### src/rtl/mdio_resp_pkg.sv
package mdio_resp_pkg;

   localparam int unsigned REG_AW = 5;
   localparam int unsigned REG_DW = 16;
   localparam int unsigned NREGS  = 1 << REG_AW;

   typedef enum logic [2:0] {
      PH_PRE,
      PH_START,
      PH_OPC,
      PH_PHY,
      PH_REG,
      PH_TA,
      PH_DATA
   } mdio_phase_e;

   localparam logic [1:0] OPC_READ  = 2'b10;
   localparam logic [1:0] OPC_WRITE = 2'b01;

   localparam logic [REG_AW-1:0] IDX_CTRL    = 5'd0;
   localparam logic [REG_AW-1:0] IDX_STATUS  = 5'd1;
   localparam logic [REG_AW-1:0] IDX_ADV     = 5'd4;
   localparam logic [REG_AW-1:0] IDX_PARTNER = 5'd5;
   localparam logic [REG_AW-1:0] IDX_VENDOR  = 5'd17;
   localparam logic [REG_AW-1:0] IDX_DIAG    = 5'd18;

   localparam logic [REG_DW-1:0] STATUS_LINK_UP = 16'h782E;
   localparam logic [REG_DW-1:0] VENDOR_SPEED   = 16'h8000;
   localparam logic [REG_DW-1:0] PARTNER_FIXED  = 16'h4001;
   localparam logic [REG_DW-1:0] ADV_MODE_MASK  = 16'h01E0;

   function automatic logic [REG_DW-1:0] reset_value(input int unsigned idx);
      case (idx)
         0:       return 16'h3100;
         2:       return 16'h0300;
         3:       return 16'hE400;
         4:       return 16'h01E1;
         default: return '0;
      endcase
   endfunction

endpackage

### src/rtl/mdio_in_sync.sv
module mdio_in_sync #(
   parameter int          STAGES  = 2,
   parameter int          W       = 2,
   parameter logic [W-1:0] RST_VAL = '0
) (
   input  logic         clk,
   input  logic         rst_n,
   input  logic [W-1:0] d,
   output logic [W-1:0] q
);

   generate
      if (STAGES == 0) begin : g_bypass
         assign q = d;
      end else begin : g_chain
         logic [W-1:0] stage_q [STAGES];
         always_ff @(posedge clk or negedge rst_n) begin
            if (!rst_n) begin
               for (int i = 0; i < STAGES; i++) stage_q[i] <= RST_VAL;
            end else begin
               stage_q[0] <= d;
               for (int i = 1; i < STAGES; i++) stage_q[i] <= stage_q[i-1];
            end
         end
         assign q = stage_q[STAGES-1];
      end
   endgenerate

endmodule

### src/rtl/mdio_frame_fsm.sv
module mdio_frame_fsm
   import mdio_resp_pkg::*;
#(
   parameter int PHY_ADDR = 7,
   parameter int PRE_LEN  = 32
) (
   input  logic              clk,
   input  logic              rst_n,
   input  logic              bit_evt,
   input  logic              bit_val,
   input  logic [REG_DW-1:0] rd_data,
   output logic [REG_AW-1:0] rd_addr,
   output logic              wr_en,
   output logic [REG_AW-1:0] wr_addr,
   output logic [REG_DW-1:0] wr_data,
   output logic              drv_oe,
   output logic              drv_val
);

   localparam int PCW = $clog2(PRE_LEN + 1);
   localparam logic [PCW-1:0]    PRE_FULL = PCW'(PRE_LEN);
   localparam logic [REG_AW-1:0] MY_ADDR  = REG_AW'(PHY_ADDR);

   mdio_phase_e       phase_q;
   logic [PCW-1:0]    pre_cnt_q;
   logic [3:0]        bit_cnt_q;
   logic [1:0]        opc_q;
   logic [REG_AW-1:0] phy_q;
   logic [REG_AW-1:0] reg_q;
   logic [REG_DW-1:0] shift_q;
   logic              hit_q;

   assign rd_addr = reg_q;
   assign wr_addr = reg_q;

   always_ff @(posedge clk or negedge rst_n) begin
      if (!rst_n) begin
         phase_q   <= PH_PRE;
         pre_cnt_q <= '0;
         bit_cnt_q <= '0;
         opc_q     <= '0;
         phy_q     <= '0;
         reg_q     <= '0;
         shift_q   <= '0;
         hit_q     <= 1'b0;
         wr_en     <= 1'b0;
         wr_data   <= '0;
         drv_oe    <= 1'b0;
         drv_val   <= 1'b1;
      end else begin
         wr_en <= 1'b0;
         if (bit_evt) begin
            case (phase_q)
               PH_PRE: begin
                  if (bit_val) begin
                     if (pre_cnt_q != PRE_FULL) pre_cnt_q <= pre_cnt_q + 1'b1;
                  end else begin
                     pre_cnt_q <= '0;
                     if (pre_cnt_q == PRE_FULL) phase_q <= PH_START;
                  end
               end
               PH_START: begin
                  bit_cnt_q <= '0;
                  phase_q   <= bit_val ? PH_OPC : PH_PRE;
               end
               PH_OPC: begin
                  opc_q <= {opc_q[0], bit_val};
                  if (bit_cnt_q == 4'd1) begin
                     bit_cnt_q <= '0;
                     if ({opc_q[0], bit_val} == OPC_READ || {opc_q[0], bit_val} == OPC_WRITE)
                        phase_q <= PH_PHY;
                     else
                        phase_q <= PH_PRE;
                  end else begin
                     bit_cnt_q <= bit_cnt_q + 1'b1;
                  end
               end
               PH_PHY: begin
                  phy_q <= {phy_q[REG_AW-2:0], bit_val};
                  if (bit_cnt_q == 4'(REG_AW - 1)) begin
                     bit_cnt_q <= '0;
                     phase_q   <= PH_REG;
                  end else begin
                     bit_cnt_q <= bit_cnt_q + 1'b1;
                  end
               end
               PH_REG: begin
                  reg_q <= {reg_q[REG_AW-2:0], bit_val};
                  if (bit_cnt_q == 4'(REG_AW - 1)) begin
                     bit_cnt_q <= '0;
                     hit_q     <= (phy_q == MY_ADDR);
                     phase_q   <= PH_TA;
                  end else begin
                     bit_cnt_q <= bit_cnt_q + 1'b1;
                  end
               end
               PH_TA: begin
                  if (bit_cnt_q == 4'd0) begin
                     bit_cnt_q <= 4'd1;
                     if (hit_q && opc_q == OPC_READ) begin
                        drv_oe  <= 1'b1;
                        drv_val <= 1'b0;
                        shift_q <= rd_data;
                     end
                  end else begin
                     bit_cnt_q <= '0;
                     phase_q   <= PH_DATA;
                     drv_val   <= shift_q[REG_DW-1];
                     shift_q   <= {shift_q[REG_DW-2:0], 1'b0};
                  end
               end
               PH_DATA: begin
                  shift_q <= {shift_q[REG_DW-2:0], bit_val};
                  drv_val <= shift_q[REG_DW-1];
                  if (bit_cnt_q == 4'(REG_DW - 1)) begin
                     bit_cnt_q <= '0;
                     phase_q   <= PH_PRE;
                     drv_oe    <= 1'b0;
                     drv_val   <= 1'b1;
                     if (hit_q && opc_q == OPC_WRITE) begin
                        wr_en   <= 1'b1;
                        wr_data <= {shift_q[REG_DW-2:0], bit_val};
                     end
                  end else begin
                     bit_cnt_q <= bit_cnt_q + 1'b1;
                  end
               end
               default: phase_q <= PH_PRE;
            endcase
         end
      end
   end

endmodule

### src/rtl/mdio_phy_regs.sv
module mdio_phy_regs
   import mdio_resp_pkg::*;
(
   input  logic              clk,
   input  logic              rst_n,
   input  logic              link_up,
   input  logic              wr_en,
   input  logic [REG_AW-1:0] wr_addr,
   input  logic [REG_DW-1:0] wr_data,
   input  logic [REG_AW-1:0] rd_addr,
   output logic [REG_DW-1:0] rd_data,
   output logic [REG_DW-1:0] ctrl_q
);

   logic [REG_DW-1:0] store_q [NREGS];
   logic [REG_DW-1:0] adv;
   logic              spd100;
   logic              full_dx;

   always_ff @(posedge clk or negedge rst_n) begin
      if (!rst_n) begin
         for (int i = 0; i < NREGS; i++) store_q[i] <= reset_value(i);
      end else if (wr_en) begin
         for (int i = 0; i < NREGS; i++) begin
            if (wr_addr == REG_AW'(i))
               store_q[i] <= (i == 0) ? {1'b0, wr_data[REG_DW-2:0]} : wr_data;
            else if (i == 0)
               store_q[i] <= {1'b0, store_q[i][REG_DW-2:0]};
         end
      end
   end

   assign adv     = store_q[IDX_ADV];
   assign spd100  = adv[7] | adv[8];
   assign full_dx = adv[8] | adv[6];
   assign ctrl_q  = store_q[IDX_CTRL];

   always_comb begin
      case (rd_addr)
         IDX_STATUS:  rd_data = link_up ? STATUS_LINK_UP : '0;
         IDX_PARTNER: rd_data = PARTNER_FIXED | (adv & ADV_MODE_MASK);
         IDX_VENDOR:  rd_data = VENDOR_SPEED;
         IDX_DIAG:    rd_data = link_up ? {4'b0, full_dx, spd100, 10'b0} : '0;
         default:     rd_data = store_q[rd_addr];
      endcase
   end

endmodule

### src/rtl/mdio_phy_responder.sv
module mdio_phy_responder
   import mdio_resp_pkg::*;
#(
   parameter int PHY_ADDR    = 7,
   parameter int PRE_LEN     = 32,
   parameter int SYNC_STAGES = 2
) (
   input  logic clk,
   input  logic rst_n,
   input  logic mdc,
   input  logic mdio_i,
   input  logic link_up,
   output logic mdio_o,
   output logic mdio_oe
);

   generate
      if (PHY_ADDR < 0 || PHY_ADDR >= int'(NREGS)) begin : g_bad_addr
         $error("PHY_ADDR must fit in the 5-bit address field");
      end
      if (PRE_LEN < 1) begin : g_bad_pre
         $error("PRE_LEN must be at least 1");
      end
      if (SYNC_STAGES < 0) begin : g_bad_sync
         $error("SYNC_STAGES must not be negative");
      end
   endgenerate

   logic [1:0]        pins_s;
   logic              mdc_d;
   logic              mdc_rise;
   logic [REG_AW-1:0] rd_addr;
   logic [REG_DW-1:0] rd_data;
   logic              wr_en;
   logic [REG_AW-1:0] wr_addr;
   logic [REG_DW-1:0] wr_data;
   logic [REG_DW-1:0] ctrl_q;

   mdio_in_sync #(
      .STAGES (SYNC_STAGES),
      .W      (2),
      .RST_VAL(2'b01)
   ) u_sync (
      .clk  (clk),
      .rst_n(rst_n),
      .d    ({mdc, mdio_i}),
      .q    (pins_s)
   );

   always_ff @(posedge clk or negedge rst_n) begin
      if (!rst_n) mdc_d <= 1'b0;
      else        mdc_d <= pins_s[1];
   end

   assign mdc_rise = pins_s[1] & ~mdc_d;

   mdio_frame_fsm #(
      .PHY_ADDR(PHY_ADDR),
      .PRE_LEN (PRE_LEN)
   ) u_fsm (
      .clk    (clk),
      .rst_n  (rst_n),
      .bit_evt(mdc_rise),
      .bit_val(pins_s[0]),
      .rd_data(rd_data),
      .rd_addr(rd_addr),
      .wr_en  (wr_en),
      .wr_addr(wr_addr),
      .wr_data(wr_data),
      .drv_oe (mdio_oe),
      .drv_val(mdio_o)
   );

   mdio_phy_regs u_regs (
      .clk    (clk),
      .rst_n  (rst_n),
      .link_up(link_up),
      .wr_en  (wr_en),
      .wr_addr(wr_addr),
      .wr_data(wr_data),
      .rd_addr(rd_addr),
      .rd_data(rd_data),
      .ctrl_q (ctrl_q)
   );

endmodule

### config.mk
export PLATFORM = sky130hd
export DESIGN_NAME = mdio_phy_responder
export DESIGN_NICKNAME = d
export VERILOG_FILES = /design/src/rtl/mdio_resp_pkg.sv /design/src/rtl/mdio_in_sync.sv /design/src/rtl/mdio_frame_fsm.sv /design/src/rtl/mdio_phy_regs.sv /design/src/rtl/mdio_phy_responder.sv
export SDC_FILE = /design/constraint.sdc
export NUM_CORES = 1
export LEC_CHECK = 0
export BUFFER_PORTS_ARGS = -buffer_cell sky130_fd_sc_hd__buf_2
export CAP_MARGIN = 30
export CORE_ASPECT_RATIO = 2
export CORE_UTILIZATION = 58
export DETAILED_ROUTE_END_ITERATION = 10
export PLACE_DENSITY = 0.88
export SETUP_SLACK_MARGIN = 0.02
export SYNTH_ARGS = -nofsm -noshare
export SYNTH_HDL_FRONTEND = slang
export SYNTH_SLANG_ARGS = --single-unit
### constraint.sdc
create_clock -name clk -period 2.1 [get_ports clk]
set_clock_uncertainty 0.05 [all_clocks]
set_input_delay 0.105 -clock clk [delete_from_list [all_inputs] [get_ports clk]]
set_output_delay 0.105 -clock clk [all_outputs]
set_load 0.01 [all_outputs]
==> results of run 1 <==
[worst paths after layout]
path / from / end / slack, ns
setup / recovery: u_fsm.rd_addr[1] / u_fsm.shift_q[4] / -0.76
hold / removal: rst_n / u_regs.store_q[288] / -0.05
setup reg to reg: u_fsm.rd_addr[1] / u_fsm.shift_q[4] / -0.76
hold reg to reg: u_sync.g_chain.stage_q[2] / u_sync.q[0] / 0.31
max in group asynchronous: rst_n / u_regs.ctrl_q[12] / 1.06
min in group clk: mdc / u_sync.g_chain.stage_q[3] / 0.06
[worst max-delay path, delay by kind of cell (launching register included)]
family,cells,cell delay [ns]
compound gates,2,1.06
flops,1,0.55
buf+inv,3,0.50
simple gates,2,0.38
mux,1,0.18
[cell usage in the layout (no fill, tap or decap), types with 11 or more instances in the layout]
cell type  count
dfrtp_1      553
mux2_2       445
buf_4        177
mux2_4        95
mux4_2        86
mux2i_1       85
clkbuf_16     65
buf_12        59
buf_6         53
nor2_1        46
nand2_1       44
dfstp_2       17
buf_16        15
nor2b_1       13
nand3_1       12
a21o_1        12
nor2_4        11
a21oi_1       11
a22oi_1       11
o21ai_0       11
[per-stage QoR]
step                setup WS, ns  hold slack (ns)  TNS [ns]  std cells  total power [mW]
finish                    -0.763          -0.0475    -62.08       2714              21.2
global route              -0.802          -0.0155    -57.03       2711              21.5
CTS                       -0.173           0.0211     -6.55       2639              20.8
detailed placement        -0.488           0.0389    -19.31       2510              11.7
global placement          -0.458           0.0342    -14.13       2504              11.7
floorplan                -0.0345           -0.241    -0.863       1878              11.4
[layout make-up]
| cell class | count | area (µm²) | share of cell area, % |
|---|---|---|---|
| diodes | 6 | 15.0 | 0.0443 |
| clock buffers | 67 | 1390 | 4.11 |
| clock inverters | 20 | 219 | 0.646 |
| inverters | 13 | 52.6 | 0.155 |
| multi-input cells | 1126 | 12900 | 38.0 |
| flip-flops and latches | 576 | 14400 | 42.6 |
| well taps | 565 | 707 | 2.08 |
| repair buffers | 341 | 4200 | 12.4 |
[layer usage]
metal,global-route usage (%),up-vias,wire (µm)
met1,40.3,10300,32300
met5,0,-,813
li1,-,7401,-
met4,36.6,28,15200
met3,10.8,1076,17300
met2,63.2,2159,49500
[report_power, final]
part | total [mW] | switching (mW) | internal (mW) | leakage (nW)
clock network | 9.66 | 4.52 | 5.14 | 0.782
logic | 0.372 | 0.279 | 0.0926 | 6.99
registers | 11.2 | 0.0420 | 11.1 | 7.92
[registers in the layout, indices dropped and copies added (netlist names), 4 cells and up]
register	flops
u_fsm.wr_data	16
u_regs.store_q	479
u_regs.adv	16
u_fsm.pre_cnt_q	6
u_fsm.bit_cnt_q	4
u_regs.ctrl_q	15
u_fsm.shift_q	16
u_fsm.phy_q	5
u_fsm.rd_addr	5
[cells by family (layout without fill, tap and decap cells)]
logic type / Yosys count / in the layout
fa+ha+maj: 5 / 5
mux: 723 / 723
flops: 576 / 576
other cells: 0 / 6
compound gates: 180 / 180
buf+inv: 176 / 441
xor+xnor: 2 / 2
simple gates: 216 / 216
[what timing repair did]
item                                   4_1_cts  5_1_grt
setup endpoints to repair                  199      466
buffers inserted                            29       55
gates cloned                                10       17
resized for setup                          156      236
endpoints found under the hold margin      457        0
pin swaps                                   43       52
hold buffers                                 3        0
==> key figures, run 1 <==
Global routing
  • First-pass GRT wire length: 132000 µm
  • Vias in the first global route: 20400
  • Grt ovf: 0
  • GR Util All Layers: 38.8%
  • Initial antenna violation count: 11
  • Largest net degree at the start of global routing: 96

Outcome
  • Violated checks: hold timing, setup timing
  • Status: finished, violations left

Min path
  • HP Class: input pin to async pin

Yosys
  • Area share of the largest cell type after synthesis: 52.0%
  • Seq/Total Area, Yosys: 53.6%
  • EDFF count, synth: 0
  • Top cells by area, synth: dfrtp_1, mux2_2, mux4_2
  • Post-synthesis mux area share: 33.4%
  • Async SR Flop Fraction: 100%
  • Mapped Cells: 1878
  • Most common cell in the synthesized netlist: dfrtp_1
  • Cell variety after synth: 73
  • Post-Syn Area: 26900 µm²
  • Compound-gate portion of the synthesized area: 4.91%
  • Synth area leader: dfrtp_1
  • Largest family of logic cells by synthesized area: multiplexers
  • Synthesis Warnings: 0
  • Xor-xnor portion of the synthesized cell area: less than 1%
  • Adder-cell area share of the yosys netlist: 0.232%
  • Post-synthesis simple-gate area fraction: under 10%
  • Syn nets: between 1500 and 2000
  • Most frequent cells after synthesis: dfrtp_1, mux2_2, mux2i_1
  • Post-synth top flop: dfrtp_1
  • Yosys reg bits: 576
  • Syn Area/Cell: between 10 and 15 µm²

Detailed routing
  • DRC: 0
  • Vias per inst: between 7 and 8
  • Count of antenna-violating nets left after detailed routing: 0
  • Via total after detailed routing: 21000
  • Drt pass-1 iters: 7
  • Avg WL per Cell: 42.4 µm
  • DR iter-0 viols: ~3000
  • WL final: 115000 µm

Layout
  • Share of cells above drive strength 1: 57.1%
  • Area growth, synth to finish: 26.0%
  • # fillers: 2155
  • Final Util: 74.0%
  • Nets: 2115
  • Final instance area: 33900 µm²

STA
  • WHS: -0.0475 ns
  • Max Slew Vio Count: 0
  • Setup-failing EPs final: 468
  • Setup ws final: -0.763 ns
  • Slew margin rel.: 33.1%
  • Unrepaired setup endpoints after global routing: yes
  • FMAX: 349 MHz
  • Worst Tran Pin Value: 1.00 ns
  • Tmin final: 2.86 ns
  • Final Hold Vio Count: 23
  • Fin crit share: 136%

Worst setup path
  • Worst r2r path cells: 8
  • CP arrival: 3.38 ns
  • CP max FO: 9
  • CP cell instances: buf_12 > buf_4 > buf_4 > mux2i_1 > a221oi_1 > nand2_1 > nand2_1 > a41o_1
  • Max stage delay on crit path: 0.86 ns
  • Crit path launch type: flip-flop
  • Worst Path Required: 2.62 ns
  • Slowest CP cell: a221oi_1
  • Critical path capture point type: flip-flop
  • Crit path kind: flip-flop to flip-flop

Die
  • Area of the die: 47300 µm²
  • Ports: 7
  • DIE HEIGHT: 307 µm
  • FP Rows: 111
  • Initial core utilization: 58.7%
  • Chip Width: 154 µm
  • Core region area: 45800 µm²

Clocking
  • H-tree depth: 2
  • TritonCTS clock tree: built
  • Root Buffer: clkbuf_16
  • CTS Buffer Depth: 3
  • CTS clk-pin slew, worst paths: 0.08 ns
  • Clk_lat worst skew: 0.67 ns
  • CTS Buf Count: 47
  • Sink Count: 576

Power and ir drop
  • PwrDens: 625 nW/µm²
  • Pleak: between 15 and 20 nW
  • Max IR drop VDD: 0.000612 V

Place
  • IO buf count: 6
  • Hpwl dp: 52400 µm
  • Placed Area: a little under 30000 µm²
  • Gp weighted congestion: 0.972

Run
  • Max_cap viols: 0
Note: power is estimated with default switching activity, not from simulation.
==> run 2, diff against run 1 <==
==> constraint.sdc (replaced) <==
create_clock -name clk -period 2.1 [get_ports clk]
set_clock_uncertainty 0.05 [all_clocks]
set_input_delay 0.42 -clock clk [delete_from_list [all_inputs] [get_ports clk]]
set_output_delay 0.42 -clock clk [all_outputs]
set_load 0.01 [all_outputs]
==> key figures, run 2 (synthesis gave the netlist of run 1 again) <==
Layout
  • Multi-input logic area: 13000 µm² (+1.2%)
  • Post-route insts no fill: 2683 (-1.1%)
  • # fillers: 2306 (+7.0%)
  • Final instance area: 33500 µm² (-1.2%)
  • Number of flip-flops under the largest register name: 479 (unchanged)
  • Most common cell after layout, fill and taps aside: dfrtp_1
  • Reg with most FFs: u_regs.store_q
  • Most frequent cells in the layout: dfrtp_1, mux2_2, buf_4
  • Area growth, synth to finish: 24.5%
  • Nets: 2090 (-1.2%)
  • FF/Latch Area: 14400 µm² (about the same)
  • Share of cells above drive strength 1: 56.2% (-0.88 points)

Global routing
  • Grt ovf: 0 (unchanged)
  • GR Util All Layers: 38.3% (-0.50 points)
  • Largest net degree at the start of global routing: 92 (-4.2%)
  • Initial antenna violation count: 4 (-7)
  • Vias in the first global route: 20600 (+1.3%)
  • First-pass GRT wire length: 131000 µm (-0.59%)

Clocking
  • CTS Buffer Depth: 3 (unchanged)
  • Root Buffer: clkbuf_16
  • Clk_lat worst skew: 0.65 ns (-0.02 ns)
  • TritonCTS clock tree: built
  • H-tree depth: 2 (unchanged)
  • Sink Count: 576 (unchanged)
  • CTS Buf Count: 47 (unchanged)
  • CTS clk-pin slew, worst paths: 0.07 ns (about the same)

Die
  • Initial core utilization: 58.7% (unchanged)
  • Ports: 7 (unchanged)
  • Core region area: 45800 µm² (unchanged)
  • Chip Width: 154 µm (unchanged)
  • Area of the die: 47300 µm² (unchanged)
  • FP Rows: 111 (unchanged)
  • DIE HEIGHT: 307 µm (unchanged)

Detailed routing
  • WL final: 98900 µm (-14%)
  • Drt pass-1 iters: 8 (+1)
  • DRC: 0 (unchanged)
  • Avg WL per Cell: 36.9 µm (-13%)
  • Via total after detailed routing: 19800 (-5.8%)
  • Vias per inst: 7.37 (-4.7%)
  • Count of antenna-violating nets left after detailed routing: 0 (unchanged)
  • DR iter-0 viols: 2595 (-14%)

STA
  • Worst Tran Pin Value: 0.813 ns (-0.190 ns)
  • Setup-failing EPs final: 292 (-38%)
  • Slew margin rel.: 45.8% (+13 points)
  • Fin crit share: 126% (-10 points)
  • Unrepaired setup endpoints after global routing: yes
  • Setup TNS: -35.47 ns (+26.62 ns)
  • Tmin final: 2.64 ns (-0.219 ns)
  • FMAX: 378 MHz (+8.3%)
  • Max Slew Vio Count: 0 (unchanged)
  • Setup ws final: -0.544 ns (+0.219 ns)
  • Final Hold Vio Count: 0 (-100%)

Worst setup path
  • Crit path max-delay family: compound AO/OA/AOI/OAI gates
  • CP arrival: 3.07 ns (-0.31 ns)
  • Crit path kind: flip-flop to flip-flop
  • Worst R2R Start: u_fsm.rd_addr[1]
  • Buf+Inv Stages, Crit Path: 3 (unchanged)
  • Worst Path Required: 2.52 ns (-0.10 ns)
  • Beginning of the critical path: u_fsm.rd_addr[1]
  • CP cell instances: buf_12 > buf_16 > mux2i_1 > o22ai_1 > buf_4 > a211o_1 > a21oi_1 > o41ai_2
  • CP max FO: 13 (+4)
  • Critical path capture point type: flip-flop
  • Max stage delay on crit path: 0.51 ns (-0.35 ns)
  • Slowest CP cell: dfrtp_4
  • Crit path launch type: flip-flop

Outcome
  • Status: finished, violations left
  • Violated checks: setup timing

Place
  • Hpwl dp: 53000 µm (+1.2%)
  • Dpl ws: -0.542 ns (-0.0539 ns)
  • Post-Place Cells: 2524 (+0.56%)
  • Gp weighted congestion: 0.990 (+1.9%)
  • IO buf count: 6 (unchanged)
  • Placed Area: 29300 µm² (+0.43%)

Run
  • Max_cap viols: 0 (unchanged)

Power and ir drop
  • Tot Pwr: 20.8 mW (-1.6%)
  • Pleak: 15.3 nW (-2.3%)
  • Max IR drop VDD: 0.000608 V (-0.69%)
  • PwrDens: 622 nW/µm² (-0.46%)

Min path
  • HP Class: input pin to async pin
-- run 2: cell count changes in the layout (fill, tap and decap cells not counted), moves of 5 or more --
| cell | before | now |
|---|---|---|
| clkbuf_16 | 65 | 56 |
| nand2_1 | 44 | 51 |
| buf_6 | 53 | 44 |
| a221oi_1 | 7 | 0 |
| mux2_2 | 445 | 408 |
| buf_12 | 59 | 54 |
| mux2_4 | 95 | 132 |
| nand2_4 | 8 | 1 |
-- run 2: per-layer routing --
layer  GRT usage (%)  share of wire (%)  up-vias
met4            35.7                 11        6
li1                -                  -     7376
met2            64.0                 48     1617
met3            10.6                 11      704
met1            38.5                 30    10100
met5               0              0.050        -
-- run 2: what timing repair did --
item                       4_1_cts  5_1_grt
resized for setup              192      224
gates cloned                     9        6
hold buffers                     3        0
hold endpoints to repair        26        0
setup endpoints to repair      280      257
buffers inserted                28       32
pin swaps                       51       55
-- run 2: path summary, 6_finish.rpt --
kind | end | slack (ns) | cells past startpoint
max reg2reg | u_fsm.shift_q[1] | -0.54 | 8
max in group asynchronous | u_regs.store_q[216] | 0.75 | 3
max | u_fsm.shift_q[1] | -0.54 | 8
min reg2reg | u_sync.q[1] | 0.31 | 0
min in group clk | u_sync.q[1] | 0.31 | 0
min | u_regs.store_q[314] | 0.24 | 2
-- run 2: layout make-up --
cell class / count / share of cell area [%]
sequential: 576 / 43.1
multi-input combinational: 1126 / 38.9
timing repair buffer: 316 / 11.1
clock buffer: 67 / 4.13
tap: 565 / 2.11
clock inverter: 18 / 0.530
inverter: 13 / 0.157
antenna: 2 / 0.0149
-- run 2: report_power, final --
group	internal, mW	switching [mW]
logic	0.100	0.284
clock network	4.97	4.33
registers	11.1	0.0437
-- run 2: metrics by stage --
stage	hold slack [ns]	utilization, %
final	0.243	73.1
after global routing	0.256	73.1
after CTS	0.295	70.4
after detailed placement	0.298	64.0
after global placement	0.294	63.6
after floorplan	0.0744	-
==> run 3, diff against run 2 <==
--- a/config.mk
+++ b/config.mk
@@ -9,4 +9,5 @@
 export CAP_MARGIN = 30
 export CORE_ASPECT_RATIO = 2
+export CORE_MARGIN = 5
 export CORE_UTILIZATION = 58
 export DETAILED_ROUTE_END_ITERATION = 10
==> constraint.sdc (replaced) <==
create_clock -name clk -period 2.1 [get_ports clk]
set_clock_uncertainty 0.05 [all_clocks]
set_input_delay 0.21 -clock clk [delete_from_list [all_inputs] [get_ports clk]]
set_output_delay 0.21 -clock clk [all_outputs]
set_load 0.01 [all_outputs]
==> key figures, run 3 (synthesis gave the netlist of run 1 again) <==
Outcome
  • Violated checks: setup timing
  • Status: finished, violations left

Detailed routing
  • Drt pass-1 iters: 9 (+1)
  • Via total after detailed routing: 21100 (+6.6%)
  • Vias per inst: 7.70 (+4.4%)
  • Avg WL per Cell: 41.2 µm (+12%)
  • Count of antenna-violating nets left after detailed routing: 0 (unchanged)
  • WL final: 113000 µm (+14%)
  • DR iter-0 viols: 3364 (+30%)
  • DRC: 0 (unchanged)

Place
  • Dpl ws: -0.328 ns (+0.213 ns)
  • Post-Place Cells: 2544 (+0.79%)
  • Hpwl dp: 50500 µm (-4.8%)
  • Gp weighted congestion: 0.985 (-0.48%)
  • IO buf count: 6 (unchanged)

Worst setup path
  • Beginning of the critical path: u_fsm.rd_addr[0]
  • Crit path kind: flip-flop to flip-flop
  • Worst setup path endpoint: u_fsm.shift_q[10]
  • CP arrival: 3.52 ns (+0.45 ns)
  • FF-to-FF End: u_fsm.shift_q[10]
  • Worst R2R Start: u_fsm.rd_addr[0]
  • Critical path capture point type: flip-flop
  • Worst r2r path cells: 9 (+1)
  • Flop2flop setup slack: -1.0 ns (-0.45 ns)
  • Crit path launch type: flip-flop
  • CP max FO: 11 (-2)
  • Worst Path Required: 2.53 ns (about the same)

Global routing
  • First-pass GRT wire length: 127000 µm (-3.2%)
  • GRT met2 Usage: 54.4% (-9.6 points)
  • Grt met1 use: 35.2% (-3.3 points)
  • Grt ovf: 0 (unchanged)
  • Met3 Use GR: 8.02% (-2.5 points)
  • Largest net degree at the start of global routing: 95 (+3.3%)
  • Initial antenna violation count: 6 (+2)
  • GR Util All Layers: 33.0% (-5.3 points)
  • Vias in the first global route: 20300 (-1.7%)
  • GR peak layer: met2

STA
  • Fin crit share: 147% (+21 points)
  • Unrepaired setup endpoints after global routing: yes
  • Tmin final: 3.10 ns (+0.451 ns)
  • Setup ws final: -0.995 ns (-0.451 ns)
  • Slew margin rel.: 19.5% (-26 points)
  • Setup-failing EPs final: 372 (+27%)
  • Worst Tran Pin Value: 1.21 ns (+0.394 ns)
  • FMAX: 323 MHz (-15%)
  • Max Slew Vio Count: 0 (unchanged)
  • Final Hold Vio Count: 0 (unchanged)

Clocking
  • CTS Buffer Depth: 3 (unchanged)
  • CTS Buf Count: 47 (unchanged)
  • Root Buffer: clkbuf_16
  • Sink Count: 576 (unchanged)
  • CTS clk-pin slew, worst paths: 0.08 ns (about the same)
  • H-tree depth: 2 (unchanged)
  • TritonCTS clock tree: built
  • Clk_lat worst skew: 0.66 ns (about the same)

Die
  • Ports: 7 (unchanged)
  • DIE HEIGHT: 315 µm (+2.6%)
  • Initial core utilization: 58.6% (-0.18 points)
  • Chip Width: 162 µm (+5.2%)
  • FP Rows: 111 (unchanged)
  • Area of the die: 51100 µm² (+7.9%)
  • Core region area: 46000 µm² (+0.30%)

Layout
  • Nets: 2085 (-0.24%)
  • Most frequent cells in the layout: dfrtp_1, mux2_2, buf_4
  • Post-route insts no fill: 2739 (+2.1%)
  • Reg with most FFs: u_regs.store_q
  • Number of flip-flops under the largest register name: 479 (unchanged)
  • Share of cells above drive strength 1: 57.1% (+0.90 points)
  • Most common cell after layout, fill and taps aside: dfrtp_1
  • Area growth, synth to finish: 25.4%

Power and ir drop
  • PwrDens: 629 nW/µm² (+1.1%)
  • Pleak: 15.4 nW (+0.68%)
  • Max IR drop VDD: 0.000645 V (+6.1%)

Run
  • Max_cap viols: 0 (unchanged)

Min path
  • HP Class: input pin to async pin
==> run 3: changes by cell type in the layout (fill, tap and decap cells not counted), moves of 6 or more <==
cell,change
clkbuf_16,+6
mux2i_1,-7
mux2_2,-7
mux2_4,+7
nor2_1,-10
nor2_4,+9
nand2_1,-7
mux2i_2,+9
buf_4,-17
buf_16,-8
==> run 3: where the power goes <==
| group | leakage, nW | switching, mW | internal [mW] |
|---|---|---|---|
| clock network | 0.796 | 4.57 | 5.12 |
| logic | 6.72 | 0.286 | 0.0905 |
| registers | 7.92 | 0.0491 | 11.1 |
==> run 3: final cells by class <==
class,count,area (µm²)
Sequential cell,576,14400
Multi-Input combinational cell,1127,13100
Fill cell,2149,12200
Timing Repair Buffer,310,3710
Clock buffer,67,1380
Tap cell,621,777
Clock inverter,21,231
Inverter,13,52.6
Antenna cell,4,10.0
==> run 3: metrics by stage <==
stage / TNS [ns] / hold WS (ns) / total power, mW / area [µm²] / util (%)
3_5_place_dp: -29.80 / 0.0727 / 11.7 / 29100 / 63.3
3_3_place_gp: -22.37 / 0.0692 / 11.7 / 29000 / 63.0
4_1_cts: -13.90 / 0.0477 / 20.9 / 31600 / 68.8
5_1_grt: -49.66 / 0.0419 / 21.6 / 33800 / 73.4
2_1_floorplan: -0.863 / -0.136 / 11.4 / 27000 / -
6_report: -54.50 / 0.0135 / 21.2 / 33800 / 73.4
==> run 3: worst min path at each step <==
stage	start	endpoint	slack (ns)	depth (start not counted)
6_report	rst_n	u_regs.store_q[308]	0.01	2
5_1_grt	rst_n	u_regs.store_q[260]	0.04	2
4_1_cts	rst_n	u_regs.store_q[292]	0.05	2
3_5_place_dp	rst_n	u_regs.store_q[308]	0.07	1
3_3_place_gp	rst_n	u_regs.store_q[308]	0.07	1
2_1_floorplan	rst_n	mdc_d	-0.14	0
==> run 3: worst max-delay path: stages (launching register included) <==
cell and delay [ns]:
dfrtp_4 0.53, buf_12 0.17, buf_12 0.15, and2_4 0.17, buf_12 0.17, a221oi_2 0.63
o21ai_1 0.26, buf_4 0.21, o311ai_2 0.07, a21o_1 0.48
==> run 3: per-layer routing <==
| metal | vias to the layer above | part of all wire (%) |
|---|---|---|
| met3 | 1047 | 14 |
| met4 | 4 | 13 |
| met2 | 2257 | 45 |
| met1 | 10400 | 28 |
| met5 | - | 0.021 |
| li1 | 7352 | - |
==> run 3: timing repair <==
action / in CTS / in global routing
pin swaps: 35 / 48
hold buffers: 3 / 0
hold endpoints to repair: 563 / 0
endpoints found under the setup margin: 304 / 440
cloned: 4 / 16
setup buffers: 24 / 60
resized for setup: 148 / 303
